--- config.mk ---
export PLATFORM = sky130hd
export DESIGN_NAME = disp_bringup_seq
export DESIGN_NICKNAME = d
export VERILOG_FILES = /design/src/rtl/bringup_pkg.sv /design/src/rtl/bringup_ms_timer.sv /design/src/rtl/bringup_script.sv /design/src/rtl/disp_bringup_seq.sv
export SDC_FILE = /design/constraint.sdc
export NUM_CORES = 1
export LEC_CHECK = 0
export BUFFER_PORTS_ARGS = -buffer_cell sky130_fd_sc_hd__buf_2
export CORE_ASPECT_RATIO = 1.75
export CORE_MARGIN = 3
export CORE_UTILIZATION = 50
export DETAILED_ROUTE_END_ITERATION = 8
export HOLD_SLACK_MARGIN = 0.02
export PLACE_DENSITY = 0.79
export SYNTH_ARGS = -nofsm -noshare
export SYNTH_HDL_FRONTEND = slang
export SYNTH_SLANG_ARGS = --single-unit
--- constraint.sdc ---
create_clock -name clk -period 3.3 [get_ports clk]
set_input_delay 0.495 -clock clk [delete_from_list [all_inputs] [get_ports clk]]
set_output_delay 0.495 -clock clk [all_outputs]
set_load 0.02 [all_outputs]
--- src/rtl/bringup_pkg.sv ---
package bringup_pkg;

    typedef enum logic [1:0] {
        OPK_HOST  = 2'd0,
        OPK_READ  = 2'd1,
        OPK_WRITE = 2'd2
    } op_kind_e;

    localparam int ADDR_W    = 22;
    localparam int NUM_HOST  = 4;
    localparam int NUM_TIME  = 10;
    localparam int NUM_STEPS = NUM_HOST + 1 + NUM_TIME + 9;
    localparam int IDX_W     = $clog2(NUM_STEPS);

    localparam logic [ADDR_W-1:0] REG_BASE = 22'h10_2400;
    localparam logic [ADDR_W-1:0] DL_BASE  = 22'h10_0000;

    // register slots, each four bytes above REG_BASE
    localparam int SLOT_ID    = 0;
    localparam int SLOT_PWMF  = 11;
    localparam int SLOT_PWMD  = 12;
    localparam int SLOT_GDIR  = 13;
    localparam int SLOT_GVAL  = 14;
    localparam int SLOT_SWAP  = 15;
    localparam int SLOT_PCLK  = 16;
    localparam int SLOT_TOUCH = 17;

    typedef struct packed {
        op_kind_e          kind;
        logic [ADDR_W-1:0] addr;
        logic [31:0]       data;
        logic [2:0]        bytes;
        logic [7:0]        dly_ms;
        logic              last;
    } step_t;

    function automatic logic [ADDR_W-1:0] slot_addr(input int slot);
        return REG_BASE + ADDR_W'(slot * 4);
    endfunction

endpackage

--- src/rtl/bringup_ms_timer.sv ---
module bringup_ms_timer #(
    parameter int CNT_W = 8
) (
    input  logic             clk,
    input  logic             rst_n,
    input  logic             load,
    input  logic [CNT_W-1:0] load_val,
    input  logic             tick,
    output logic             zero
);

    logic [CNT_W-1:0] cnt;

    always_ff @(posedge clk) begin
        if (!rst_n) begin
            cnt <= '0;
        end else if (load) begin
            cnt <= load_val;
        end else if (tick && cnt != '0) begin
            cnt <= cnt - 1'b1;
        end
    end

    assign zero = (cnt == '0);


    cnt_no_grow_chk: assert property (@(posedge clk) disable iff (!rst_n)
        !load |=> cnt <= $past(cnt));

endmodule

--- src/rtl/bringup_script.sv ---
module bringup_script
    import bringup_pkg::*;
#(
    parameter logic [7:0]  WAKE_MS    = 8'd20,
    parameter logic [7:0]  CLK_MS     = 8'd10,
    parameter logic [7:0]  OP_ACTIVE  = 8'h00,
    parameter logic [7:0]  OP_EXTOSC  = 8'h44,
    parameter logic [7:0]  OP_PLL48   = 8'h62,
    parameter logic [7:0]  OP_CORERST = 8'h68,
    parameter logic [15:0] H_CYCLE    = 16'd548,
    parameter logic [15:0] H_OFFSET   = 16'd43,
    parameter logic [15:0] H_SIZE     = 16'd480,
    parameter logic [15:0] H_SYNC0    = 16'd0,
    parameter logic [15:0] H_SYNC1    = 16'd41,
    parameter logic [15:0] V_CYCLE    = 16'd292,
    parameter logic [15:0] V_OFFSET   = 16'd12,
    parameter logic [15:0] V_SIZE     = 16'd272,
    parameter logic [15:0] V_SYNC0    = 16'd0,
    parameter logic [15:0] V_SYNC1    = 16'd10,
    parameter logic [15:0] PWM_HZ     = 16'd1000,
    parameter logic [15:0] PWM_DUTY   = 16'd100,
    parameter logic [7:0]  GPIO_DIR   = 8'h82,
    parameter logic [7:0]  GPIO_VAL   = 8'h80,
    parameter logic [31:0] DL_CLEAR   = 32'h2600_0007,
    parameter logic [31:0] DL_END     = 32'h0000_0000,
    parameter logic [15:0] PCLK_DIV   = 16'd5,
    parameter logic [15:0] TOUCH_RZ   = 16'd1200
) (
    input  logic [IDX_W-1:0] idx,
    input  logic             bl_invert,
    output step_t            step
);

    localparam logic [7:0]  HOST_OP  [NUM_HOST] = '{OP_ACTIVE, OP_EXTOSC, OP_PLL48, OP_CORERST};
    localparam logic [7:0]  HOST_DLY [NUM_HOST] = '{WAKE_MS, CLK_MS, CLK_MS, 8'd0};
    localparam logic [15:0] TIMING   [NUM_TIME] = '{H_CYCLE, H_OFFSET, H_SIZE, H_SYNC0, H_SYNC1,
                                                   V_CYCLE, V_OFFSET, V_SIZE, V_SYNC0, V_SYNC1};
    localparam int READ_IDX   = NUM_HOST;
    localparam int TIMING_END = NUM_HOST + NUM_TIME;

    always_comb begin
        step = '{kind: OPK_WRITE, addr: '0, data: '0, bytes: 3'd2, dly_ms: '0, last: 1'b0};
        if (idx < IDX_W'(NUM_HOST)) begin
            step.kind   = OPK_HOST;
            step.bytes  = 3'd1;
            step.data   = {24'h0, HOST_OP[idx[1:0]]};
            step.dly_ms = HOST_DLY[idx[1:0]];
        end else if (idx == IDX_W'(READ_IDX)) begin
            step.kind  = OPK_READ;
            step.bytes = 3'd1;
            step.addr  = slot_addr(SLOT_ID);
        end else if (idx <= IDX_W'(TIMING_END)) begin
            step.addr = slot_addr(int'(idx) - NUM_HOST);
            step.data = {16'h0, TIMING[4'(idx - IDX_W'(READ_IDX + 1))]};
        end else begin
            unique case (idx)
                5'd15: begin
                    step.addr = slot_addr(SLOT_PWMF);
                    step.data = {16'h0, PWM_HZ};
                end
                5'd16: begin
                    step.addr = slot_addr(SLOT_PWMD);
                    step.data = bl_invert ? 32'h0 : {16'h0, PWM_DUTY};
                end
                5'd17: begin
                    step.addr  = slot_addr(SLOT_GDIR);
                    step.bytes = 3'd1;
                    step.data  = {24'h0, GPIO_DIR};
                end
                5'd18: begin
                    step.addr  = slot_addr(SLOT_GVAL);
                    step.bytes = 3'd1;
                    step.data  = {24'h0, GPIO_VAL};
                end
                5'd19: begin
                    step.addr  = DL_BASE;
                    step.bytes = 3'd4;
                    step.data  = DL_CLEAR;
                end
                5'd20: begin
                    step.addr  = DL_BASE + 22'd4;
                    step.bytes = 3'd4;
                    step.data  = DL_END;
                end
                5'd21: begin
                    step.addr  = slot_addr(SLOT_SWAP);
                    step.bytes = 3'd4;
                    step.data  = 32'd1;
                end
                5'd22: begin
                    step.addr = slot_addr(SLOT_PCLK);
                    step.data = {16'h0, PCLK_DIV};
                end
                5'd23: begin
                    step.addr = slot_addr(SLOT_TOUCH);
                    step.data = {16'h0, TOUCH_RZ};
                    step.last = 1'b1;
                end
                default: ;
            endcase
        end
    end

endmodule

--- src/rtl/disp_bringup_seq.sv ---
module disp_bringup_seq
    import bringup_pkg::*;
#(
    parameter logic [7:0]  PWR_MS     = 8'd20,
    parameter logic [7:0]  WAKE_MS    = 8'd20,
    parameter logic [7:0]  CLK_MS     = 8'd10,
    parameter logic [7:0]  ID_VALUE   = 8'h7C,
    parameter int          POLL_LIMIT = 1000,
    parameter logic [15:0] H_CYCLE    = 16'd548,
    parameter logic [15:0] H_OFFSET   = 16'd43,
    parameter logic [15:0] H_SIZE     = 16'd480,
    parameter logic [15:0] H_SYNC0    = 16'd0,
    parameter logic [15:0] H_SYNC1    = 16'd41,
    parameter logic [15:0] V_CYCLE    = 16'd292,
    parameter logic [15:0] V_OFFSET   = 16'd12,
    parameter logic [15:0] V_SIZE     = 16'd272,
    parameter logic [15:0] V_SYNC0    = 16'd0,
    parameter logic [15:0] V_SYNC1    = 16'd10,
    parameter logic [15:0] PCLK_DIV   = 16'd5,
    parameter logic [15:0] TOUCH_RZ   = 16'd1200
) (
    input  logic                clk,
    input  logic                rst_n,
    input  logic                ms_tick,
    input  logic                bl_invert,
    output logic                pwr_dn_n,
    output logic                req_valid,
    output logic [1:0]          req_kind,
    output logic [ADDR_W-1:0]   req_addr,
    output logic [31:0]         req_data,
    output logic [2:0]          req_bytes,
    input  logic                req_ack,
    input  logic [7:0]          rsp_data,
    output logic                ready,
    output logic                fail
);

    localparam int POLL_W = $clog2(POLL_LIMIT + 1);
    localparam int DLY_W  = 8;

    typedef enum logic [2:0] {
        ST_IDLE, ST_PD_LOW, ST_PD_HIGH, ST_ISSUE, ST_SETTLE, ST_DONE, ST_FAIL
    } state_e;

    state_e            state, state_nx;
    logic [IDX_W-1:0]  idx;
    logic [POLL_W-1:0] polls;
    step_t             step;
    logic              tmr_load, tmr_zero;
    logic [DLY_W-1:0]  tmr_val;
    logic              xfer, miss, give_up, advance;

    bringup_script #(
        .WAKE_MS (WAKE_MS),  .CLK_MS  (CLK_MS),
        .H_CYCLE (H_CYCLE),  .H_OFFSET(H_OFFSET), .H_SIZE (H_SIZE),
        .H_SYNC0 (H_SYNC0),  .H_SYNC1 (H_SYNC1),
        .V_CYCLE (V_CYCLE),  .V_OFFSET(V_OFFSET), .V_SIZE (V_SIZE),
        .V_SYNC0 (V_SYNC0),  .V_SYNC1 (V_SYNC1),
        .PCLK_DIV(PCLK_DIV), .TOUCH_RZ(TOUCH_RZ)
    ) u_script (
        .idx      (idx),
        .bl_invert(bl_invert),
        .step     (step)
    );

    bringup_ms_timer #(.CNT_W(DLY_W)) u_timer (
        .clk     (clk),
        .rst_n   (rst_n),
        .load    (tmr_load),
        .load_val(tmr_val),
        .tick    (ms_tick),
        .zero    (tmr_zero)
    );

    assign xfer    = (state == ST_ISSUE) && req_ack;
    assign miss    = xfer && (step.kind == OPK_READ) && (rsp_data != ID_VALUE);
    assign give_up = miss && (polls == POLL_W'(POLL_LIMIT - 1));
    assign advance = xfer && !miss;

    // next state and timer control
    always_comb begin
        state_nx = state;
        tmr_load = 1'b0;
        tmr_val  = PWR_MS;
        unique case (state)
            ST_IDLE: begin
                tmr_load = 1'b1;
                state_nx = ST_PD_LOW;
            end
            ST_PD_LOW: begin
                if (tmr_zero) begin
                    tmr_load = 1'b1;
                    state_nx = ST_PD_HIGH;
                end
            end
            ST_PD_HIGH: begin
                if (tmr_zero) state_nx = ST_ISSUE;
            end
            ST_ISSUE: begin
                if (give_up) begin
                    state_nx = ST_FAIL;
                end else if (advance) begin
                    if (step.last) begin
                        state_nx = ST_DONE;
                    end else if (step.dly_ms != '0) begin
                        tmr_load = 1'b1;
                        tmr_val  = step.dly_ms;
                        state_nx = ST_SETTLE;
                    end
                end
            end
            ST_SETTLE: begin
                if (tmr_zero) state_nx = ST_ISSUE;
            end
            ST_DONE, ST_FAIL: ;
            default: state_nx = ST_IDLE;
        endcase
    end

    // state register
    always_ff @(posedge clk) begin
        if (!rst_n) state <= ST_IDLE;
        else        state <= state_nx;
    end

    // script position and poll count
    always_ff @(posedge clk) begin
        if (!rst_n) begin
            idx   <= '0;
            polls <= '0;
        end else begin
            if (advance && !step.last) idx <= idx + 1'b1;
            if (miss) polls <= polls + 1'b1;
        end
    end

    // outputs
    always_comb begin
        pwr_dn_n  = (state != ST_PD_LOW);
        req_valid = (state == ST_ISSUE);
        req_kind  = step.kind;
        req_addr  = step.addr;
        req_data  = step.data;
        req_bytes = step.bytes;
        ready     = (state == ST_DONE);
        fail      = (state == ST_FAIL);
    end


    req_hold_chk: assert property (@(posedge clk) disable iff (!rst_n)
        req_valid && !req_ack |=> req_valid && $stable(req_addr) && $stable(req_data)
                                  && $stable(req_kind) && $stable(req_bytes));


    pwr_up_chk: assert property (@(posedge clk) disable iff (!rst_n)
        req_valid |-> pwr_dn_n);


    poll_repeat_chk: assert property (@(posedge clk) disable iff (!rst_n)
        miss && !give_up |=> req_valid && req_kind == 2'd1);


    ready_sticky_chk: assert property (@(posedge clk) disable iff (!rst_n)
        ready |=> ready && !req_valid);


    fail_sticky_chk: assert property (@(posedge clk) disable iff (!rst_n)
        fail |=> fail && !ready && !req_valid);

endmodule

# --- Word-level counts from Yosys, hierarchy flattened ---
# Memory sizes are Yosys's and may differ from the RTL's.
# Index checks and enable logic that the tools add are counted.
# W data, S select, Z words.
totals:
  in_bits: 13
  mem_bits_ro: 256
  output_inout_bits: 63
  n_memories: 1
  regBits: 26
op_classes:
  magnitude_cmp: 4
  bitwise: 3
  eq_ne: 24
  n_mux: 45
  reduce_logical: 19
  add_sub_neg: 6
memory_table:
  columns: ["name", "depth", "word_bits", "read_ports", "rd_clocked_by_memory_dff", "write_ports", "line_no", "text"]
  rows:
  - ["(no name shown)", 16, 16, 1, 0, 0, "bringup_script.sv:54", "step.data = {16'h0, TIMING[4'(idx - IDX_W'(READ_IDX + 1))]};"]
ops:
  columns: ["operator", "n"]
  rows:
  - ["$pmux W53 S9", 1]
  - ["$mux W8", 12]
  - ["$mux W54", 1]
  - ["$mux W22", 2]
  - ["$eq A5 B5 Y1 const B", 8]
  - ["$mux W35", 1]
  - ["$bmux W8 S2", 2]
  - ["$mux W16", 2]
  - ["$mux W32", 1]
  - ["$mux W3", 8]
  - ["$add A21 B22 Y22 const A", 1]
  - ["$reduce_bool A8 Y1", 2]
  - ["$pmux W3 S5", 1]
  - ["$add A10 B1 Y10 const B", 1]
  - ["$eq A10 B10 Y1 const B", 1]
  - ["$eq A3 B3 Y1 const B", 3]
  - ["$mux W1", 9]
  - ["$logic_not A8 Y1", 1]
  - ["$ne A8 B7 Y1 const B", 1]
  - ["$sub A8 B1 Y8 const B", 1]
  - ["$logic_and A1 B1 Y1", 7]
  - ["$mux W7", 1]
  - ["$eq A3 B2 Y1 const B", 2]
  - ["$ne A3 B1 Y1 const B", 2]
  - ["26 further kinds", 30]

# --- Depth between registers and ports, before layout ---
logic_depth:
  depth_word: 12
  ltp_mapped: 11
  ltp_nobuf: 9

# --- Modules after synthesis ---
# Synthesis repeated with hierarchy kept, for this count alone.
hier_totals:
  cells_unflattened: 382
  hier_area_um2: 2885.3
by_module_without_submodules:
  columns: ["module", "cells_each", "instances", "area_per_inst_um2"]
  rows:
  - ["bringup_script", 184, 1, 1218.7]
  - ["disp_bringup_seq", 140, 1, 1158.6]
  - ["bringup_ms_timer", 58, 1, 508.0]

# --- Worst setup path after synthesis ---
# Ideal clock, no wire load.
synth_timing:
  kind: "register to output"
  from: "register idx[1]"
  to: "output req_addr[2]"
  t_arrival_ns: 2.518
  setup_slack_ns: 0.287
  stages_incl_launch_ff: 10
  cell_sequence: "dfxtp_1 > ha_1 > clkbuf_1 > and2_1 > ha_1 > buf_1 > nor2_1 > a32oi_1 > o21ai_1 > a211oi_1"
synth_via:
  elab_chain_len: 5
synth_rtl:
  columns: ["item", "line_no", "text"]
  rows:
  - ["from (decl)", "disp_bringup_seq.sv:46", "logic [IDX_W-1:0] idx;"]
  - ["from (signal assigned)", "disp_bringup_seq.sv:132", "if (advance && !step.last) idx <= idx + 1'b1;"]
  - ["$eq A5 B5 Y1 / $eq A5 B4 Y1 (equally long branches)", "bringup_script.sv:56", "unique case (idx)"]
  - ["$pmux W53 S9", "bringup_script.sv:56", null]
  - ["$mux W54", "bringup_script.sv:52", "end else if (idx <= IDX_W'(TIMING_END)) begin"]
  - ["$mux W22", "bringup_script.sv:48", "end else if (idx == IDX_W'(READ_IDX)) begin"]
  - ["$mux W22 *", "bringup_script.sv:43", "if (idx < IDX_W'(NUM_HOST)) begin"]
  - ["to (decl)", "disp_bringup_seq.sv:29", "output logic [ADDR_W-1:0] req_addr,"]
# Mark *: on every way between the ends. The rest lies on a longest branch, timed or not.

# --- Worst setup path in the final report ---
layout_timing:
  from: "register idx[3]"
  to: "output req_addr[2]"
# Same word-level chain as after synthesis.

==> impl_metrics.ini <==
[run_status]
status = finished, final reports clean

[sta]
finalCritPeriodShare_pct = 94.4
slew_violations = 0
worst_pin_slew_ns = 0.745
hold_viol_final = 0
max_freq_ghz = 0.321
min_period_ns = 3.12
slew_headroom_pct = 49.9
skew_ns = 0.00411
setup_viol = 0

[floorplan]
row_count = 33
die_area_sq_um = 5910
pin_count = 76
core_region_area_sq_um = 4750
die_w_um = 59.4
start_util_pct = 52.5
die_height_um = 99.4

[synthesis]
synth-async-reset-ratio_pct = 0
synth_edf_count = 0
seq_area_frac_synth_pct = 20.9
post_synth_instance_area_sq_um = 2490
ys_seq_elements = 26
yosysUniqueCellTypes = 60
yosysWarnings = 0
yosys_most_used_dff = dfxtp_1
avgSynthCellArea_sq_um = 7.23
synth_cells = 345

[cts]
numCtsBuffers = 3
clockBufferDepth = 2
hold_buffers = 0
post_cts_resized = 0
cts_max_level = 1
postCtsSetupBuffers = 0
cts_root_buf = clkbuf_8
insertion_delay_ns = 0.28
cts.sinks = 26
cts_tree = yes
path_clk_slew_ns = 0.09

[setup_path]
crit_fanout = 8
crit_path_end_kind = output port
crit_arrival_ns = 2.62
path_class = reg2out
r2r_slack_ns = 0.44
start_kind = flip-flop
cp_data_required_time_ns = 2.80

[global_route]
grt_pass1_vias = 2371
grt_usage_pct = 22.9
grt_max_degree = 17
grt_pass1_wl_mm = 10.8
grt_antenna_before_repair = 0
grt.overflow.total = 0

[placement]
gp_congestion = 0.990
post-dp-hpwl_mm = 5.32
numPortBuffers = 46
dp.cells = 427
dpl_cell_area_sq_um = 2610

[finish]
finalInstanceArea_sq_um = 2690
fillerInstances = 489
drive_gt1_share_pct = 18.7
instances_no_fill = 431
antenna_cells = 0
final_util_pct = 56.6
area_delta_synth_final_pct = 7.67
finish.net_count = 405

[power]
p_leak_nw = 1.15
ir_drop_v = 0.000343
finalPower_w = 0.00104
p_per_area_nw_per_um2 = 388

[route]
vias_per_cell = 5.87
routed_wl_mm = 6.76
dr_total_vias = 2529
wl_per_cell_um = 15.7
wl_met1_mm = 2.43
ant_nets = 0
first_iter_violations = 143
dr.pass1.iters = 5
remaining_drc_errors = 0
routed.top_layer = met4
wl_met3_um = 307
wl_met2_mm = 3.71

[run]
drv_cap = 0

[hold_path]
hold_path_class = reg2reg
[worst max-delay path: stages, from the launching register on]
cell and delay (ns):
dfxtp_1 0.52, inv_1 0.19, ha_1 0.31, ha_1 0.23
or2_1 0.36, inv_2 0.15, o21ai_2 0.12, a211oi_1 0.26
buf_2 0.21
[per-stage QoR]
step | setup TNS (ns) | setup WS, ns | hold slack [ns]
after floorplan | 0 | 0.287 | 0.438
after global placement | 0 | 0.303 | 0.460
after detailed placement | 0 | 0.344 | 0.478
after CTS | 0 | 0.0260 | 0.492
after global routing | -0.0286 | -0.0268 | 0.520
final | 0 | 0.184 | 0.495
[state kept, by name, indices dropped and copies added, names as in the netlist]
signal and flops:
polls 10, state 3, idx 5, u_timer.cnt 8
[where the power goes]
group          switching, W  leakage, nW  internal (W)
combinational      0.000261        0.913      0.000163
clock              0.000108       0.0288      0.000107
sequential        0.0000569        0.211      0.000346
[placed cells by master (no fill, tap or decap), types with 5 or more instances in the layout]
| cell | count |
|---|---|
| dfxtp_1 | 25 |
| nor4_1 | 6 |
| o21ai_0 | 21 |
| buf_2 | 46 |
| xnor2_1 | 7 |
| buf_4 | 6 |
| nand3_1 | 10 |
| ha_1 | 12 |
| a211oi_1 | 5 |
| nand2_1 | 28 |
| conb_1 | 29 |
| nor2_1 | 39 |
| mux2i_1 | 6 |
| nand2b_1 | 6 |
| a21oi_1 | 24 |
| inv_1 | 13 |
| nor3_1 | 11 |
[Yosys cell counts (3+ instances only)]
master | count | area [sq um]
nor2_1 | 39 | 146
buf_4 | 33 | 248
nand2_1 | 28 | 105
dfxtp_1 | 26 | 521
a21oi_1 | 24 | 120
o21ai_0 | 21 | 105
inv_1 | 13 | 48.8
clkbuf_1 | 12 | 45.0
ha_1 | 12 | 150
nor3_1 | 11 | 55.1
nand3_1 | 10 | 50.1
xnor2_1 | 7 | 61.3
mux2i_1 | 6 | 60.1
nand2b_1 | 6 | 37.5
nor4_1 | 6 | 37.5
a211oi_1 | 5 | 37.5
nor2b_1 | 4 | 25.0
nor3b_1 | 4 | 30.0
o211ai_1 | 4 | 30.0
o22ai_1 | 4 | 25.0
or4_1 | 4 | 30.0
xor2_1 | 4 | 35.0
a31oi_1 | 3 | 18.8
and2_1 | 3 | 18.8
and3_1 | 3 | 18.8
nand4_1 | 3 | 18.8
o31ai_1 | 3 | 22.5
or3_1 | 3 | 18.8
[final timing paths]
path                               start           to  depth (start not counted)
worst max-delay path              idx[3]  req_addr[2]                          8
worst min-delay path            polls[9]     polls[9]                          2
worst max register to register    idx[3]     polls[5]                         10
worst min register to register  polls[9]     polls[9]                          2
[per-layer routing]
layer,up-vias,GRT usage (%)
met5,-,0
met4,0,10.1
met3,26,1.95
met2,108,44.3
met1,1164,23.2
li1,1231,-
[final cells by class]
| type | instances | area, sq um | share of cell area, % |
|---|---|---|---|
| clock buffers | 4 | 55.1 | 2.05 |
| inverters | 16 | 61.3 | 2.28 |
| well taps | 52 | 65.1 | 2.42 |
| repair buffers | 52 | 275 | 10.2 |
| multi-input cells | 281 | 1710 | 63.6 |
| flip-flops and latches | 26 | 522 | 19.4 |
[logic make-up (layout without fill, tap and decap cells)]
logic type	after synthesis	after routing	synth area share [%]
compound gates	84	84	21.2
xor+xnor	11	11	3.86
fa+ha+maj	12	12	6.02
buf+inv	66	72	15.6
flops	26	26	20.9
mux	6	6	2.41
other cells	1	29	0.150
simple gates	139	139	29.8
(Power assumes the default switching activity.)
